$ cat src/rtl/copr_pkg.sv
package copr_pkg;

   localparam int unsigned EL_W = 2;

   typedef logic [EL_W-1:0] el_t;

   localparam el_t EL_USER = 2'd0;

   typedef enum logic [1:0] {
      RIGHTS_NONE = 2'b00,
      RIGHTS_PRIV = 2'b01,
      RIGHTS_RSVD = 2'b10,
      RIGHTS_FULL = 2'b11
   } rights_e;

   function automatic logic el_is_priv(input el_t el);
      return el != EL_USER;
   endfunction

endpackage

$ cat src/rtl/copr_ns_gate.sv
module copr_ns_gate #(
   parameter int unsigned NSAC_W = 2
) (
   input  logic              nonsec,
   input  logic [NSAC_W-1:0] nsac,
   output logic              fields_open
);

   if (NSAC_W < 1) begin : g_bad_w
      $error("copr_ns_gate: NSAC_W must be at least 1");
   end

   always_comb begin
      fields_open = 1'b1;
      if (nonsec && (nsac == '0)) begin
         fields_open = 1'b0;
      end
   end

endmodule

$ cat src/rtl/copr_cfg_reg.sv
module copr_cfg_reg #(
   parameter int unsigned DATA_W    = 32,
   parameter int unsigned SIMD_BIT  = 31,
   parameter int unsigned N_SLOT    = 2,
   parameter int unsigned FIELD_W   = 2,
   parameter int unsigned SLOT_LSB0 = 20
) (
   input  logic              clk,
   input  logic              rst_n,
   input  logic              wr_fire,
   input  logic [DATA_W-1:0] wdata,
   input  logic              fields_open,
   output logic [DATA_W-1:0] view
);

   localparam int unsigned FIELDS_W = N_SLOT * FIELD_W;
   localparam int unsigned FIELDS_HI = SLOT_LSB0 + FIELDS_W - 1;

   function automatic logic [DATA_W-1:0] make_field_mask();
      logic [DATA_W-1:0] m;
      m = '0;
      for (int i = 0; i < int'(FIELDS_W); i++) begin
         m[SLOT_LSB0 + i] = 1'b1;
      end
      return m;
   endfunction

   function automatic logic [DATA_W-1:0] make_simd_mask();
      logic [DATA_W-1:0] m;
      m = '0;
      m[SIMD_BIT] = 1'b1;
      return m;
   endfunction

   localparam logic [DATA_W-1:0] FIELD_MASK = make_field_mask();
   localparam logic [DATA_W-1:0] SIMD_MASK  = make_simd_mask();
   localparam logic [DATA_W-1:0] LIVE_MASK  = FIELD_MASK | SIMD_MASK;

   if (FIELDS_HI >= DATA_W) begin : g_bad_fields
      $error("copr_cfg_reg: rights fields exceed the data width");
   end
   if (SIMD_BIT >= DATA_W) begin : g_bad_simd
      $error("copr_cfg_reg: SIMD bit outside the data width");
   end
   if ((SIMD_BIT >= SLOT_LSB0) && (SIMD_BIT <= FIELDS_HI)) begin : g_overlap
      $error("copr_cfg_reg: SIMD bit overlaps a rights field");
   end

   logic [DATA_W-1:0] store_q;
   logic [DATA_W-1:0] wr_mask;
   logic [DATA_W-1:0] rd_mask;

   always_comb begin
      wr_mask = fields_open ? LIVE_MASK : SIMD_MASK;
      rd_mask = fields_open ? LIVE_MASK : SIMD_MASK;
   end

   always_ff @(posedge clk or negedge rst_n) begin
      if (!rst_n) begin
         store_q <= '0;
      end else if (wr_fire) begin
         store_q <= (wdata & wr_mask) | (store_q & ~wr_mask);
      end
   end

   assign view = store_q & rd_mask;

endmodule

$ cat src/rtl/copr_rights_dec.sv
module copr_rights_dec
   import copr_pkg::*;
(
   input  rights_e rights,
   input  el_t     el,
   output logic    allow
);

   always_comb begin
      unique case (rights)
         RIGHTS_NONE: allow = 1'b0;
         RIGHTS_PRIV: allow = el_is_priv(el);
         RIGHTS_RSVD: allow = 1'b0;
         RIGHTS_FULL: allow = 1'b1;
         default:     allow = 1'b0;
      endcase
   end

endmodule

$ cat src/rtl/copr_perm_check.sv
module copr_perm_check
   import copr_pkg::*;
#(
   parameter int unsigned N_SLOT       = 2,
   parameter int unsigned FIELD_W      = 2,
   parameter bit          FOLLOW_SLOT0 = 1'b1,
   localparam int unsigned SEL_W       = (N_SLOT > 1) ? $clog2(N_SLOT) : 1
) (
   input  logic                      valid,
   input  logic [SEL_W-1:0]          cp_sel,
   input  el_t                       el,
   input  logic                      hyp,
   input  logic                      simd_only,
   input  logic                      simd_dis,
   input  logic [N_SLOT*FIELD_W-1:0] rights,
   output logic                      allow,
   output logic                      undef
);

   if (FIELD_W != 2) begin : g_bad_fw
      $error("copr_perm_check: rights decode needs FIELD_W of 2");
   end

   logic [FIELD_W-1:0] sel_rights;
   logic               rights_ok;
   logic               simd_ok;
   logic               pass;

   if (FOLLOW_SLOT0) begin : g_follow
      logic unused_sel;
      assign unused_sel = ^{cp_sel, rights};
      assign sel_rights = rights[0 +: FIELD_W];
   end else begin : g_own
      logic [FIELD_W-1:0] slot_r [N_SLOT];
      for (genvar s = 0; s < int'(N_SLOT); s++) begin : g_slot
         assign slot_r[s] = rights[s*FIELD_W +: FIELD_W];
      end
      always_comb begin
         sel_rights = slot_r[0];
         for (int s = 0; s < int'(N_SLOT); s++) begin
            if (cp_sel == SEL_W'(s)) sel_rights = slot_r[s];
         end
      end
   end

   copr_rights_dec u_dec (
      .rights (rights_e'(sel_rights)),
      .el     (el),
      .allow  (rights_ok)
   );

   assign simd_ok = !(simd_dis && simd_only);

   always_comb begin
      pass = hyp || (rights_ok && simd_ok);
      allow = valid && pass;
      undef = valid && !pass;
   end

endmodule

$ cat src/rtl/copr_access_ctl.sv
module copr_access_ctl
   import copr_pkg::*;
#(
   parameter int unsigned DATA_W       = 32,
   parameter int unsigned SIMD_BIT     = 31,
   parameter int unsigned N_SLOT       = 2,
   parameter int unsigned FIELD_W      = 2,
   parameter int unsigned SLOT_LSB0    = 20,
   parameter int unsigned NSAC_W       = 2,
   parameter bit          FOLLOW_SLOT0 = 1'b1,
   localparam int unsigned SEL_W       = (N_SLOT > 1) ? $clog2(N_SLOT) : 1
) (
   input  logic              clk,
   input  logic              rst_n,
   input  logic              reg_wr_en,
   input  logic              reg_rd_en,
   input  logic [1:0]        reg_el,
   input  logic              reg_nonsec,
   input  logic [NSAC_W-1:0] reg_nsac,
   input  logic [DATA_W-1:0] reg_wdata,
   output logic [DATA_W-1:0] reg_rdata,
   output logic              reg_undef,
   input  logic              chk_valid,
   input  logic [SEL_W-1:0]  chk_cp,
   input  logic [1:0]        chk_el,
   input  logic              chk_hyp,
   input  logic              chk_simd,
   output logic              chk_allow,
   output logic              chk_undef
);

   localparam int unsigned FIELDS_W = N_SLOT * FIELD_W;

   if (N_SLOT < 1) begin : g_bad_slots
      $error("copr_access_ctl: N_SLOT must be at least 1");
   end

   logic              port_priv;
   logic              fields_open;
   logic              wr_fire;
   logic [DATA_W-1:0] view;

   assign port_priv = el_is_priv(el_t'(reg_el));
   assign wr_fire   = reg_wr_en && port_priv;
   assign reg_undef = (reg_wr_en || reg_rd_en) && !port_priv;
   assign reg_rdata = (reg_rd_en && port_priv) ? view : '0;

   copr_ns_gate #(.NSAC_W(NSAC_W)) u_gate (
      .nonsec      (reg_nonsec),
      .nsac        (reg_nsac),
      .fields_open (fields_open)
   );

   copr_cfg_reg #(
      .DATA_W    (DATA_W),
      .SIMD_BIT  (SIMD_BIT),
      .N_SLOT    (N_SLOT),
      .FIELD_W   (FIELD_W),
      .SLOT_LSB0 (SLOT_LSB0)
   ) u_reg (
      .clk         (clk),
      .rst_n       (rst_n),
      .wr_fire     (wr_fire),
      .wdata       (reg_wdata),
      .fields_open (fields_open),
      .view        (view)
   );

   copr_perm_check #(
      .N_SLOT       (N_SLOT),
      .FIELD_W      (FIELD_W),
      .FOLLOW_SLOT0 (FOLLOW_SLOT0)
   ) u_chk_logic (
      .valid     (chk_valid),
      .cp_sel    (chk_cp),
      .el        (el_t'(chk_el)),
      .hyp       (chk_hyp),
      .simd_only (chk_simd),
      .simd_dis  (view[SIMD_BIT]),
      .rights    (view[SLOT_LSB0 +: FIELDS_W]),
      .allow     (chk_allow),
      .undef     (chk_undef)
   );

endmodule

$ cat config.mk
export PLATFORM = sky130hd
export DESIGN_NAME = copr_access_ctl
export DESIGN_NICKNAME = d
export VERILOG_FILES = /design/src/rtl/copr_pkg.sv /design/src/rtl/copr_ns_gate.sv /design/src/rtl/copr_cfg_reg.sv /design/src/rtl/copr_rights_dec.sv /design/src/rtl/copr_perm_check.sv /design/src/rtl/copr_access_ctl.sv
export SDC_FILE = /design/constraint.sdc
export NUM_CORES = 1
export LEC_CHECK = 0
export BUFFER_PORTS_ARGS = -buffer_cell sky130_fd_sc_hd__buf_2
export CAP_MARGIN = 20
export CELL_PAD_IN_SITES_DETAIL_PLACEMENT = 2
export CELL_PAD_IN_SITES_GLOBAL_PLACEMENT = 2
export CORE_UTILIZATION = 11
export DETAILED_ROUTE_END_ITERATION = 10
export PLACE_DENSITY_LB_ADDON = 0.12
export SLEW_MARGIN = 20
export SYNTH_ARGS = -nofsm -noshare
export SYNTH_HDL_FRONTEND = slang
export SYNTH_SLANG_ARGS = --single-unit
$ cat constraint.sdc
create_clock -name clk -period 1.8 [get_ports clk]
set_input_delay 0.36 -clock clk [delete_from_list [all_inputs] [get_ports clk]]
set_output_delay 0.36 -clock clk [all_outputs]
set_load 0.1 [all_outputs]
==> results by group <==
Synth
  • Most used flip-flop cell after synthesis: dfrtp_1
  • Avg Cell Area, Syn: 8.69 um^2
  • Seq/Total Area, Yosys: 24.8%
  • Gate Count Post-Synth: 58
  • Library cells used by synthesis: 17
  • Post-synth EDFFs: 0
  • Synth cell count leaders: 27 x buf_4, 5 x dfrtp_1, 4 x and2_1, 4 x mux2_1, 4 x nor2_1
  • Seq cells post-synth: 5
  • Biggest area consumer among synthesized cells: buf_4
  • Top cells by area, synth: buf_4 40%, dfrtp_1 25%, mux2_1 8.9%
  • Post-synth ARST share: 100%
  • Cell Area, Synth: 504 um^2
  • Yosys top cell area share: 40.2%
  • YS warnings: 0
  • Most common cell in the netlist: buf_4

Die
  • Core box area: 4380 um^2
  • I/O pin cnt: 82
  • Die Height: 69.7 um
  • Core Rows: 24
  • Die area: 4860 um^2
  • Initial Utilization: 11.5%
  • Die width: 69.7 um

Setup path
  • Worst Path Buf+Inv: 1
  • Type of origin of the critical path: flip-flop
  • Maximum net fanout on the critical path: 2
  • Arrival @ worst endpoint: 1540 ps
  • CP cell instances: or4_1, o211ai_1, and2_4, buf_12
  • Reg-to-reg slack, setup: 900 ps
  • Crit Path Category: flip-flop to output port
  • Slowest stage delay, CP: 470 ps
  • Crit path required time: 1440 ps
  • Critical path endpoint category: output port
  • CP top delay family: simple AND/OR/NAND/NOR gates
  • Critical path's slowest cell: or4_1

Timing
  • Final Setup Violations: 2
  • Clock Skews: 0 ps
  • Final Cycle Share: 105%
  • Final hold vios: 0
  • Hold_ws: 366 ps
  • Worst setup margin: -95.2 ps
  • Fmax: 528 MHz
  • Final min period: 1900 ps
  • Final Max Slew Viols: 0
  • RSZ-0062 raised after global routing: yes

Clock network
  • CTS Buffer Depth: 2
  • Inserted Clock Buffers: 3
  • CTS tree: built
  • Reg clk slew, reported paths: 30 ps
  • Clock Sinks: 5
  • Depth of the CTS H-tree: 1
  • Root Driver: clkbuf_8
  • Clk Latency, worst-skew pair: 220 ps

Detailed routing
  • DR DRC count: 0
  • ANT nets after route: 0
  • Pre-antenna DRT Iters: 3
  • Routed len/inst: 8.03 um
  • Via count: 427
  • 1st-iter DRT viols: 4
  • Vias per cell: 2.97
  • Final wirelength: 1160 um

Final layout
  • Layout area overhead: 61.0%
  • Inserted Diodes: 0
  • Share of layout cells above drive strength 1: 43.5%
  • Layout Cells excl Fill: 144
  • Fill cells: 515
  • Final nets: 140

Power
  • PwrDens: 1050 nW/um^2
  • Net Sw Power: 0.461 mW
  • Logic pwr share: 60.1%
  • Leak Pwr: 0.403 nW
  • Max rail drop VDD: 0.206 mV
  • Sw frac: 54.2%
  • Clk pwr share: 23.6%
  • Int Pwr: 0.390 mW
  • Flop pwr share: 16.4%

Status
  • Status: finished with violations
  • Violated checks: negative setup slack

GRT
  • First-pass GRT wire length: 1880 um
  • Largest net degree at the start of global routing: 6
  • Gr ovfl total: 0
  • Vias in the first global route: 412
  • Gr usage total: 5.02%
  • Initial antenna violation count: 0

Place
  • Placed Cells: 138
  • IO Port Bufs: 26
  • Gpl congestion: 0.627
  • DPL Wire Length: 1070 um

Min path
  • Min-delay worst type: input pin to flip-flop

Run
  • Max-Cap Viols: 0
cells in the final DEF, fill, tap and decap left out:
cell type,count
buf_12,8
and2_1,3
or4_1,1
a21boi_0,1
conb_1,27
nor3b_1,1
and2_4,1
dfrtp_1,5
or4b_1,1
o21ai_0,2
nor2_2,3
and2_2,1
dlygate4sd3_1,1
buf_4,4
nor3_2,1
buf_2,18
o211ai_1,1
clkbuf_8,3
clkbuf_1,1
mux2_2,1
inv_1,2
nor2_1,2
mux2_1,4
cells by family (layout without fill, tap and decap cells):
| group | count (synthesis) | after routing | synth area share, % |
|---|---|---|---|
| buffers and inverters | 29 | 37 | 41.7 |
| flip-flops | 5 | 5 | 24.8 |
| AND/OR/NAND/NOR | 14 | 14 | 16.6 |
| AO/OA/AOI/OAI | 4 | 4 | 4.96 |
| other | 1 | 27 | 0.744 |
| multiplexers | 5 | 5 | 11.2 |
per-stage QoR:
stage | utilization [%] | cell area (um^2) | setup slack (ps) | TNS (ps) | total power [mW]
floorplan | - | 614 | -129 | -129 | 0.581
global placement | 16.8 | 734 | -86.2 | -141 | 0.639
detailed placement | 16.8 | 734 | -73.3 | -112 | 0.641
CTS | 18.5 | 812 | -113 | -213 | 0.860
global route | 18.5 | 812 | -173 | -342 | 0.885
finish | 18.5 | 812 | -95.2 | -184 | 0.851
final timing paths:
kind                               startpoint        end  depth (start not counted)
worst max register to register      flip-flop  flip-flop                          2
worst min-delay path            reg_wdata[20]  flip-flop                          2
min in group asynchronous               rst_n  async pin                          2
worst min register to register      flip-flop  flip-flop                          1
max in group asynchronous               rst_n  async pin                          2
worst max-delay path                flip-flop  chk_undef                          4
timing repair:
action | in CTS | in global routing
setup buffers | 1 | 0
endpoints found under the hold margin | 5 | 0
gates resized for setup | 4 | 0
hold buffers | 1 | 0
setup endpoints to repair | 2 | 2
pin swaps | 3 | 1
routing by layer:
layer	track usage, %	vias up	share of wire, %	wire (um)
li1	-	203	-	-
met1	5.83	191	42	483
met2	7.87	33	48	557
met3	2.03	0	9.9	115
met4	2.67	0	0	0
met5	0	-	0	0
layout make-up:
class                      count  area (um^2)  share of cell area (%)
clock buffer                   4         45.0                    5.55
inverter                       2         7.51                   0.924
multi-input combinational     50          279                    34.4
sequential                     5          125                    15.4
tap                           52         65.1                    8.01
timing repair buffer          31          290                    35.7
worst reg2reg max path, cell delays in order, from the launching register on:
cell and delay, ps:
dfrtp_1 370, buf_4 130, mux2_1 280
power by group through the flow:
stage	sequential [mW]	clock (mW)	combinational, mW
floorplan	0.137	0	0.444
global placement	0.141	0	0.498
detailed placement	0.142	0	0.499
CTS	0.141	0.206	0.514
global route	0.143	0.214	0.527
finish	0.139	0.201	0.511
No activity file was read; power rests on OpenSTA's default activity.
